===== src/rtl/pit_pkg.sv =====
// Package: shared constants and helpers for the dual interval timer.
// Assumes two bytes form a count and the status flag sits in bit 5.
package pit_pkg;
    localparam int TC_BIT = 5;

    typedef enum logic [1:0] {
        PORT_CHA  = 2'd0,
        PORT_CHC  = 2'd1,
        PORT_CTRL = 2'd2,
        PORT_NONE = 2'd3
    } port_e;

    // Control-word channel code of channel index idx (0 -> 00, 1 -> 10).
    function automatic logic [1:0] chan_code(input int idx);
        return 2'(idx * 2);
    endfunction
endpackage


===== src/rtl/pit_cmd_decode.sv =====
// Module: decodes a control-port byte into per-channel latch and setup
// strobes, and flags channel codes that have no counter behind them.
// Assumes the channel field is the top two bits and the access field
// the two bits below it.
module pit_cmd_decode
    import pit_pkg::*;
#(
    parameter int NUM_CH = 2,
    parameter int BYTE_W = 8
) (
    input  logic              clk,
    input  logic              rst_n,
    input  logic              ctrl_wr,
    input  logic [BYTE_W-1:0] ctrl_byte,
    output logic [NUM_CH-1:0] latch_stb,
    output logic [NUM_CH-1:0] setup_stb,
    output logic              cmd_err
);
    localparam int CH_HI  = BYTE_W - 1;
    localparam int ACC_HI = BYTE_W - 3;

    logic [1:0] chan_f;
    logic       latch_op;
    logic       bad_chan;

    assign chan_f   = ctrl_byte[CH_HI -: 2];
    assign latch_op = (ctrl_byte[ACC_HI -: 2] == 2'b00);
    assign bad_chan = chan_f[0];

    // Per-channel strobe generation.
    for (genvar i = 0; i < NUM_CH; i++) begin : g_hit
        logic hit;
        assign hit          = ctrl_wr && (chan_f == chan_code(i));
        assign latch_stb[i] = hit && latch_op;
        assign setup_stb[i] = hit && !latch_op;
    end

    // Register the error pulse for one clock after a bad control word.
    always_ff @(posedge clk) begin
        if (!rst_n) cmd_err <= 1'b0;
        else        cmd_err <= ctrl_wr && bad_chan;
    end


    err_src_chk: assert property (@(posedge clk) disable iff (!rst_n)
        cmd_err |-> $past(ctrl_wr) && ($past(latch_stb | setup_stb) == '0));


    stb_excl_chk: assert property (@(posedge clk) disable iff (!rst_n)
        $onehot0({latch_stb, setup_stb}));
endmodule


===== src/rtl/pit_channel.sv =====
// Module: one countdown channel. It assembles the load value from two
// byte writes, counts down on tick_en, reloads at terminal count, and
// serves reads from a snapshot or from the live count.
// Assumes data_wr, data_rd, latch_stb and setup_stb are never high together.
module pit_channel
    import pit_pkg::*;
#(
    parameter int BYTE_W = 8
) (
    input  logic              clk,
    input  logic              rst_n,
    input  logic              tick_en,
    input  logic              data_wr,
    input  logic              data_rd,
    input  logic              latch_stb,
    input  logic              setup_stb,
    input  logic [BYTE_W-1:0] wdata,
    output logic [BYTE_W-1:0] rdata,
    output logic [BYTE_W-1:0] status,
    output logic              irq
);
    localparam int CNT_W = 2 * BYTE_W;
    localparam logic [CNT_W-1:0] ONE = CNT_W'(1);

    logic [CNT_W-1:0]  count_q, reload_q, snap_q, rd_src;
    logic [BYTE_W-1:0] lo_q;
    logic              lo_pend_q, run_q, held_q, rd_hi_q, tc_q, irq_q;
    logic              load_hi, at_term;

    assign load_hi = data_wr && lo_pend_q;
    assign at_term = tick_en && run_q && (count_q == ONE);

    // Count, reload value and run state.
    always_ff @(posedge clk) begin
        if (!rst_n) begin
            count_q  <= '0;
            reload_q <= '0;
            run_q    <= 1'b0;
        end else if (load_hi) begin
            count_q  <= {wdata, lo_q};
            reload_q <= {wdata, lo_q};
            run_q    <= 1'b1;
        end else if (at_term) begin
            count_q <= reload_q;
        end else if (tick_en && run_q) begin
            count_q <= count_q - ONE;
        end
    end

    // Low-byte capture and pending flag.
    always_ff @(posedge clk) begin
        if (!rst_n) begin
            lo_q      <= '0;
            lo_pend_q <= 1'b0;
        end else if (setup_stb) begin
            lo_pend_q <= 1'b0;
        end else if (data_wr) begin
            if (!lo_pend_q) lo_q <= wdata;
            lo_pend_q <= !lo_pend_q;
        end
    end

    // Terminal-count flag and one-clock interrupt.
    always_ff @(posedge clk) begin
        if (!rst_n) begin
            tc_q  <= 1'b0;
            irq_q <= 1'b0;
        end else begin
            irq_q <= at_term && !load_hi;
            if (load_hi)      tc_q <= 1'b0;
            else if (at_term) tc_q <= 1'b1;
        end
    end

    // Snapshot, hold flag and read byte pointer.
    always_ff @(posedge clk) begin
        if (!rst_n) begin
            snap_q  <= '0;
            held_q  <= 1'b0;
            rd_hi_q <= 1'b0;
        end else if (latch_stb) begin
            snap_q  <= count_q;
            held_q  <= 1'b1;
            rd_hi_q <= 1'b0;
        end else if (data_rd) begin
            rd_hi_q <= !rd_hi_q;
            if (held_q && rd_hi_q) held_q <= 1'b0;
        end
    end

    // Read byte selection.
    always_comb begin
        rd_src = held_q ? snap_q : count_q;
        if (!data_rd)     rdata = '0;
        else if (rd_hi_q) rdata = rd_src[CNT_W-1 -: BYTE_W];
        else              rdata = rd_src[BYTE_W-1:0];
    end

    assign status = tc_q ? BYTE_W'(1 << TC_BIT) : '0;
    assign irq    = irq_q;


    count_hold_chk: assert property (@(posedge clk) disable iff (!rst_n)
        (!tick_en && !load_hi) |=> $stable(count_q));


    tc_reload_chk: assert property (@(posedge clk) disable iff (!rst_n)
        (at_term && !load_hi) |=> (count_q == $past(reload_q)) && status[TC_BIT]);


    irq_status_chk: assert property (@(posedge clk) disable iff (!rst_n)
        irq |-> status[TC_BIT]);


    lo_only_chk: assert property (@(posedge clk) disable iff (!rst_n)
        (data_wr && !lo_pend_q) |=> $stable(reload_q) && lo_pend_q);


    release_chk: assert property (@(posedge clk) disable iff (!rst_n)
        (held_q && data_rd && rd_hi_q && !latch_stb) |=> !held_q);


    snap_stable_chk: assert property (@(posedge clk) disable iff (!rst_n)
        (held_q && !latch_stb) |=> $stable(snap_q));
endmodule


===== src/rtl/dual_interval_timer.sv =====
// Module: top of the two-channel interval timer. It decodes the port
// select, routes strobes to the control decoder and both channels, and
// merges the read data.
// Assumes one bus operation per clock (bus_wr and bus_rd not both high).
module dual_interval_timer
    import pit_pkg::*;
#(
    parameter int BYTE_W = 8
) (
    input  logic              clk,
    input  logic              rst_n,
    input  logic              tick_en,
    input  logic              bus_wr,
    input  logic              bus_rd,
    input  logic [1:0]        bus_sel,
    input  logic [BYTE_W-1:0] bus_wdata,
    output logic [BYTE_W-1:0] rd_data,
    output logic [BYTE_W-1:0] status0,
    output logic [BYTE_W-1:0] status2,
    output logic              irq0,
    output logic              irq2,
    output logic              cmd_err
);
    localparam int NUM_CH = 2;

    logic [NUM_CH-1:0]              latch_stb, setup_stb, irq_v;
    logic [NUM_CH-1:0][BYTE_W-1:0]  rdata_v, status_v;

    pit_cmd_decode #(.NUM_CH(NUM_CH), .BYTE_W(BYTE_W)) u_dec (
        .clk       (clk),
        .rst_n     (rst_n),
        .ctrl_wr   (bus_wr && (bus_sel == PORT_CTRL)),
        .ctrl_byte (bus_wdata),
        .latch_stb (latch_stb),
        .setup_stb (setup_stb),
        .cmd_err   (cmd_err)
    );

    // One channel per data port; channel i answers on port select i.
    for (genvar i = 0; i < NUM_CH; i++) begin : g_ch
        logic sel_me;
        assign sel_me = (bus_sel == 2'(i));
        pit_channel #(.BYTE_W(BYTE_W)) u_ch (
            .clk       (clk),
            .rst_n     (rst_n),
            .tick_en   (tick_en),
            .data_wr   (bus_wr && sel_me),
            .data_rd   (bus_rd && sel_me),
            .latch_stb (latch_stb[i]),
            .setup_stb (setup_stb[i]),
            .wdata     (bus_wdata),
            .rdata     (rdata_v[i]),
            .status    (status_v[i]),
            .irq       (irq_v[i])
        );
    end

    // Merge read data; only the selected channel drives non-zero.
    always_comb begin
        rd_data = '0;
        for (int i = 0; i < NUM_CH; i++) rd_data = rd_data | rdata_v[i];
    end

    assign status0 = status_v[0];
    assign status2 = status_v[1];
    assign irq0    = irq_v[0];
    assign irq2    = irq_v[1];


    idle_read_chk: assert property (@(posedge clk) disable iff (!rst_n)
        (!bus_rd || bus_sel[1]) |-> (rd_data == '0));
endmodule


===== config.mk =====
export PLATFORM = sky130hd
export DESIGN_NAME = dual_interval_timer
export DESIGN_NICKNAME = d
export VERILOG_FILES = /design/src/rtl/pit_pkg.sv /design/src/rtl/pit_cmd_decode.sv /design/src/rtl/pit_channel.sv /design/src/rtl/dual_interval_timer.sv
export SDC_FILE = /design/constraint.sdc
export NUM_CORES = 1
export LEC_CHECK = 0
export BUFFER_PORTS_ARGS = -buffer_cell sky130_fd_sc_hd__buf_2
export CAP_MARGIN = 30
export CORE_ASPECT_RATIO = 1.2
export CORE_MARGIN = 2
export CORE_UTILIZATION = 38
export DETAILED_ROUTE_END_ITERATION = 6
export GPL_ROUTABILITY_DRIVEN = 1
export PLACE_DENSITY = 0.62
export SLEW_MARGIN = 10
export SYNTH_ARGS = -nofsm -noshare
export SYNTH_HDL_FRONTEND = slang
export SYNTH_SLANG_ARGS = --single-unit

===== constraint.sdc =====
create_clock -name clk -period 2.2 [get_ports clk]
set_input_delay 0.11 -clock clk [delete_from_list [all_inputs] [get_ports clk]]
set_output_delay 0.11 -clock clk [all_outputs]
set_load 0.01 [all_outputs]

==> results of run 1 <==
[power by group through the flow]
| stage | clock network, mW | registers [mW] | logic [mW] |
|---|---|---|---|
| 5_1_grt | 2.70 | 2.32 | 0.356 |
| 3_3_place_gp | 0 | 2.36 | 0.319 |
| 4_1_cts | 2.58 | 2.31 | 0.323 |
| 6_report | 2.55 | 2.31 | 0.325 |
| 2_1_floorplan | 0 | 2.35 | 0.238 |
| 3_5_place_dp | 0 | 2.36 | 0.320 |
[layout make-up]
class	instances	area, µm²	area share (%)
clock inverters	7	37.5	0.515
well taps	212	265	3.64
inverters	16	61.3	0.841
flip-flops and latches	125	2500	34.3
multi-input cells	530	3420	46.9
clock buffers	25	495	6.79
repair buffers	74	505	6.93
[synth_stat cells, types with 2 or more instances]
cell / count / area (µm²)
a21o_1: 3 / 22.5
o22ai_2: 3 / 37.5
a41oi_1: 4 / 35.0
o311ai_1: 3 / 26.3
o21ai_1: 9 / 45.0
mux2i_1: 24 / 240
nor3_4: 2 / 32.5
or3b_2: 2 / 17.5
xor2_1: 7 / 61.3
or3_1: 5 / 31.3
nor4_1: 4 / 25.0
buf_2: 6 / 30.0
ha_1: 4 / 50.1
nand3b_1: 2 / 15.0
o22ai_1: 19 / 119
nor3_1: 12 / 60.1
o32ai_1: 5 / 43.8
nand3_1: 20 / 100
a221oi_1: 2 / 17.5
nand2_1: 127 / 477
nor2_1: 50 / 188
nor2b_1: 2 / 12.5
o2bb2ai_1: 8 / 70.1
inv_1: 15 / 56.3
nor3_2: 2 / 20.0
xnor2_1: 7 / 61.3
a21boi_0: 29 / 218
dfxtp_1: 125 / 2500
o31a_1: 3 / 26.3
o21ai_0: 13 / 65.1
nand4b_1: 2 / 17.5
or2_2: 2 / 12.5
a31oi_1: 2 / 12.5
mux4_2: 16 / 360
a21oi_1: 77 / 385
and3_1: 3 / 18.8
clkbuf_1: 35 / 131
nand4_1: 5 / 31.3
buf_4: 19 / 143
nor3b_1: 2 / 15.0
o31ai_1: 3 / 22.5
buf_6: 8 / 90.1
or4_1: 2 / 15.0
[kinds of logic (layout without fill, tap and decap cells)]
family          after synthesis  in the layout  synth area share, %
compound gates              195            195                 20.0
xor+xnor                     14             14                 1.93
fa+ha+maj                     4              4                0.788
buf+inv                      86            122                 7.52
flops                       125            125                 39.4
mux                          40             40                 9.45
other cells                   1             14               0.0590
simple gates                263            263                 20.9
[routing by layer]
layer / wire, µm / track usage, % / vias to the layer above
met5: 0 / 0 / -
met4: 292 / 7.30 / 0
met3: 756 / 4.11 / 24
met2: 8970 / 34.1 / 123
met1: 7550 / 25.2 / 2632
li1: - / - / 2646
[sequential cells by signal (all words and copies together) (netlist names)]
signal and cells:
g_ch.u_ch.lo_pend_q 2, g_ch.u_ch.snap_q 32, g_ch.u_ch.count_q 32, g_ch.u_ch.run_q 2, u_dec.cmd_err 1, g_ch.u_ch.rd_hi_q 2
g_ch.u_ch.lo_q 16, g_ch.u_ch.tc_q 2, g_ch.u_ch.irq 2, g_ch.u_ch.held_q 2, g_ch.u_ch.reload_q 32
[worst max-delay path, cell delays in order, from the launching register on]
cell	delay, ns
dfxtp_1	0.62
mux4_2	0.62
inv_1	0.07
o2bb2ai_1	0.09
buf_2	0.17
[worst paths after layout]
path | start | endpoint | depth (start not counted)
min reg2reg | g_ch[1].u_ch.snap_q[15] | g_ch[1].u_ch.snap_q[15] | 2
max | g_ch[1].u_ch.held_q | rd_data[0] | 4
min | bus_wdata[2] | g_ch[1].u_ch.lo_q[2] | 3
max reg2reg | g_ch[1].u_ch.count_q[0] | g_ch[1].u_ch.count_q[12] | 7
[repair_timing]
item	4_1_cts	5_1_grt
setup buffers	0	0
endpoints found under the setup margin	0	1
gates resized for setup	0	1
hold buffers	2	0
hold endpoints to repair	4	0
[metrics by stage]
| stage | hold slack (ns) | setup slack, ns | instances | util, % | instance area [µm²] |
|---|---|---|---|---|---|
| after floorplan | 0.231 | 0.376 | 741 | - | 6400 |
| after global placement | 0.412 | 0.252 | 955 | 41.4 | 6740 |
| after detailed placement | 0.420 | 0.218 | 955 | 41.4 | 6740 |
| after CTS | 0.00498 | 0.0829 | 989 | 44.8 | 7290 |
| after global routing | 0.0156 | 0.0118 | 989 | 44.8 | 7290 |
| final | 0.0109 | 0.0932 | 989 | 44.8 | 7290 |
==> key figures, run 1 <==
STA
  – Max-slew violations: 0
  – Fin crit period: 2.11 ns
  – Worst clock skew: 0.00704 ns
  – Slew @ Worst Pin: 0.742 ns
  – Final period utilization: 95.8%
  – Final Hold Viols: 0
  – RSZ-0062 raised after global routing: no
  – Setup violators final: 0
  – Fin Setup TNS: 0 ns
  – Fmax achieved: 0.475 GHz
  – Slew margin rel.: 50.5%

Clock network
  – Total CTS buffers: 17
  – CTS sink cnt: 125
  – Clock buffer depth: 2
  – H-tree levels: 4
  – Clock Pin Slew Worst Setup and Hold Paths: 0.05 ns
  – Root buf cell: clkbuf_16
  – CTS tree: built
  – Worst-Skew Late Latency: 0.43 ns

Floorplan
  – Die Y: 146 µm
  – Core area: 0.0163 mm²
  – DIE AREA: 0.0178 mm²
  – Ports: 42
  – Die Wd: 122 µm
  – Row cnt: 51
  – Starting density of the core: 39.1%

Worst setup path
  – CP max FO: 9
  – Reg2reg setup slack: 0.22 ns
  – Critical path required time: 2.09 ns
  – Critical path endpoint category: output port
  – Worst Setup Start Kind: flip-flop
  – CP arrival: 2.00 ns
  – WS Path Type: flip-flop to output port

Outcome
  – Status: completed

Final layout
  – Area Growth Syn to Fin: 14.7%
  – Final nets: 783
  – Commonest non-fill, non-tap cell in the layout: nand2_1
  – Antenna fix cells: 0
  – Share of post-route cells with drive strength above 1: 18.7%
  – Fill cells: 1613
  – Most frequent cells in the layout: nand2_1, dfxtp_1, a21oi_1

Route
  – DR vias: 5425
  – DR WL/cell: 17.8 µm
  – Antenna Nets Post-Route: 0
  – Vias/cell: 5.49
  – Pre-antenna DRT Iters: 5
  – Initial drt markers: 389
  – DR DRC count: 0
  – Total wire length: 17600 µm

Synthesis
  – Synthesis warning total: 0
  – #FFs+latches synth: 125
  – Post-Syn Area per Cell: 8.73 µm²
  – Fraction of registers with async set/reset: 0%
  – Post-synth EDFFs: 0
  – Syn Inst Count: 728
  – Ys flop type: dfxtp_1
  – Seq/Total Area, Yosys: 39.4%
  – Cell Area, Synth: 0.00635 mm²
  – Yosys cell types: 78

Global route
  – GRT Total Usage: 20.2%
  – Total congestion overflow: 0
  – Vias in the first global route: 5035
  – Initial antenna violation count: 0
  – Global-route wire length before repair: 27600 µm
  – Largest net degree at the start of global routing: 57

Power and ir drop
  – Switching pwr: 1.24 mW
  – Net Sw Frac: 23.8%
  – Logic pwr share: 6.3%
  – Leak Pwr: 2.68 nW
  – Flop pwr share: 44.6%
  – Clock power frac: 49.1%
  – Pwr dens: 711 mW/mm²
  – Int Power: 3.95 mW
  – Total Power: 5.18 mW
  – Peak supply drop: 0.413 mV

Placement
  – Placer congestion estimate: 0.886
  – Port buffer count: 27
  – Hpwl dp: 12400 µm

Min path
  – Worst Hold Class: input pin to flip-flop

Flow run
  – Max_cap viols: 0
No activity file was read; power rests on OpenSTA's default activity.
==> run 2, diff against run 1 <==
PLACE_DENSITY = 0.64   (was 0.62)
clock period = 1.78 ns   (was 2.2 ns; I/O delays follow)
==> run 2 against run 1 <==
Clock power increased by 19%. Clock skew fell by 0.00064 ns. Utilization increased by 4.6 points. The run now ends with setup timing left. Flip-flop and latch count unchanged. Global-route usage grew 1.1 points.
==> key figures, run 2 (synthesis results as in run 1) <==
Outcome
  – Status: finished, violations left
  – Failing checks: setup timing

Final layout
  – Largest regs: g_ch.u_ch.count_q x32, g_ch.u_ch.reload_q x32, g_ch.u_ch.snap_q x32
  – Area Growth Syn to Fin: 26.6%
  – Commonest non-fill, non-tap cell in the layout: nand2_1
  – Final instance area: 0.00805 mm² (+10%)
  – Fill cells: 1553 (-3.7%)
  – Final nets: 850 (+8.6%)
  – Most frequent cells in the layout: nand2_1, dfxtp_1, buf_4
  – Share of post-route cells with drive strength above 1: 30.6% (+12 points)

STA
  – Setup violators final: 8 (+8)
  – Slew margin rel.: 47.6% (-3.0 points)
  – Slew @ Worst Pin: 0.787 ns (+0.0445 ns)
  – Fin Setup TNS: -0.285 ns (-0.285 ns)
  – Hold slack: 0.0202 ns (+0.00929 ns)
  – Worst setup margin: -0.0836 ns (-0.177 ns)
  – Final Hold Viols: 0 (unchanged)
  – Fmax achieved: 0.537 GHz
  – Final period utilization: 105%
  – Worst clock skew: 0.00640 ns (-0.000640 ns)
  – RSZ-0062 raised after global routing: yes
  – Max-slew violations: 0 (unchanged)
  – Fin crit period: 1.86 ns

Placement
  – DP Area: 0.00712 mm² (+5.7%)
  – Port buffer count: 27 (unchanged)
  – Placer congestion estimate: 0.909 (+2.6%)
  – Hpwl dp: 12800 µm (+3.8%)
  – Pre-CTS setup slack: -0.0785 ns (-0.296 ns)

Clock network
  – Root buf cell: clkbuf_16
  – CTS tree: built
  – Clock Pin Slew Worst Setup and Hold Paths: 0.06 ns (about the same)
  – Clock buffer depth: 2 (unchanged)
  – CTS sink cnt: 125 (unchanged)
  – Total CTS buffers: 17 (unchanged)
  – Worst-Skew Late Latency: 0.42 ns (about the same)
  – H-tree levels: 4 (unchanged)

Worst setup path
  – Critical path required time: 1.69 ns (-0.40 ns)
  – CP arrival: 1.77 ns (-0.23 ns)
  – Critical path endpoint category: output port
  – Worst Setup Start Kind: flip-flop
  – Worst-path cell with the longest stage delay: mux4_2
  – CP dominant cell by count: buf_6
  – CP max FO: 4 (-5)
  – Worst-path cell chain: buf_6 > buf_6 > mux4_2 > inv_2 > o2bb2ai_2 > buf_2
  – Max incr delay on CP: 0.49 ns (-0.13 ns)
  – WS Path Type: flip-flop to output port

Global route
  – Largest net degree at the start of global routing: 72 (+26%)
  – Global-route wire length before repair: 29300 µm (+6.4%)
  – GRT busiest layer: met2
  – Met1 global-route usage: 27.0% (+1.8 points)
  – GRT met3 Usage: 3.92% (-0.20 points)
  – Vias in the first global route: 5435 (+7.9%)
  – Initial antenna violation count: 0 (unchanged)
  – Total congestion overflow: 0 (unchanged)
  – GRT Total Usage: 21.3% (+1.1 points)
  – Met2 Use GR: 35.7% (+1.6 points)

Power and ir drop
  – Logic pwr share: 7.5% (+1.2 points)
  – Clock power frac: 47.6% (-1.5 points)
  – Switching pwr: 1.53 mW (+24%)
  – Net Sw Frac: 24.1% (+0.22 points)
  – Flop pwr share: 44.9% (+0.3 points)
  – Total Power: 6.35 mW (+23%)
  – Int Power: 4.82 mW (+22%)
  – Peak supply drop: 0.612 mV (+48%)
  – Leak Pwr: 3.06 nW (+14%)
  – Pwr dens: 790 mW/mm² (+11%)

Route
  – Initial drt markers: 476 (+22%)
  – DR WL/cell: 17.7 µm (-0.49%)
  – Antenna Nets Post-Route: 0 (unchanged)
  – Total wire length: 18600 µm (+6.1%)
  – Pre-antenna DRT Iters: 5 (unchanged)
  – DR vias: 5744 (+5.9%)
  – Vias/cell: 5.44 (-0.74%)
  – DR DRC count: 0 (unchanged)

Floorplan
  – Row cnt: 51 (unchanged)
  – Starting density of the core: 39.1% (unchanged)
  – DIE AREA: 0.0178 mm² (unchanged)
  – Ports: 42 (unchanged)
  – Die Y: 146 µm (unchanged)
  – Core area: 0.0163 mm² (unchanged)
  – Die Wd: 122 µm (unchanged)

Min path
  – Worst Hold Class: input pin to flip-flop

Flow run
  – Max_cap viols: 0 (unchanged)
-- run 2: cell count changes in the layout (fill, tap and decap cells not counted), moves of 5 or more --
cell and change:
dfxtp_2 +9, nor2_2 +5, dfxtp_1 -12, buf_4 +45, inv_2 +7, inv_1 -8
buf_6 +18, o21ai_2 +6, nor2_1 -6
-- run 2: repair_timing --
| action | 4_1_cts | 5_1_grt |
|---|---|---|
| hold endpoints to repair | 9 | 0 |
| gates cloned | 2 | 0 |
| buffers inserted | 6 | 7 |
| hold buffers | 4 | 0 |
| pin swaps | 2 | 23 |
| endpoints found under the setup margin | 29 | 37 |
| gates resized for setup | 36 | 46 |
-- run 2: power groups by stage --
stage / Sequential [mW] / Combinational, mW / Clock, mW
final: 2.85 / 0.477 / 3.03
after floorplan: 2.91 / 0.295 / 0
after CTS: 2.85 / 0.458 / 3.07
after global routing: 2.85 / 0.515 / 3.18
after detailed placement: 2.91 / 0.434 / 0
after global placement: 2.91 / 0.431 / 0
-- run 2: worst paths after layout --
path	slack, ns	from	depth (start not counted)	to
worst max-delay path	-0.08	g_ch[1].u_ch.count_q[0]	6	rd_data[0]
worst min-delay path	0.02	rst_n	2	g_ch[1].u_ch.rd_hi_q
worst max register to register	0.02	g_ch[1].u_ch.count_q[3]	7	g_ch[1].u_ch.count_q[12]
worst min register to register	0.45	g_ch[0].u_ch.reload_q[12]	2	g_ch[0].u_ch.reload_q[12]
-- run 2: through the flow --
step | instances | util [%]
floorplan | 741 | -
global placement | 1005 | 43.8
detailed placement | 1005 | 43.8
CTS | 1047 | 48.1
global route | 1054 | 49.4
finish | 1055 | 49.5
-- run 2: critical path: cells and delay by family, from the launching register on --
family | cells | cell delay, ns
buffers and inverters | 4 | 0.43
AO/OA/AOI/OAI | 1 | 0.05
multiplexers | 1 | 0.49
flip-flops | 1 | 0.36
-- run 2: per-layer routing --
metal | part of all wire, % | wire length [µm] | up-vias
li1 | - | - | 2787
met1 | 42 | 7810 | 2756
met2 | 51 | 9460 | 165
met3 | 5.0 | 938 | 36
met4 | 2.4 | 446 | 0
met5 | 0 | 0 | -
-- run 2: area by class of cell --
cell class / instances / area (µm²) / share of cell area [%]
Antenna cell: 1 / 2.50 / 0.0311
Multi-Input combinational cell: 531 / 3600 / 44.7
Clock inverter: 9 / 47.5 / 0.591
Timing Repair Buffer: 140 / 1080 / 13.4
Sequential cell: 125 / 2530 / 31.4
Clock buffer: 21 / 460 / 5.72
Tap cell: 212 / 265 / 3.30
Inverter: 16 / 63.8 / 0.793
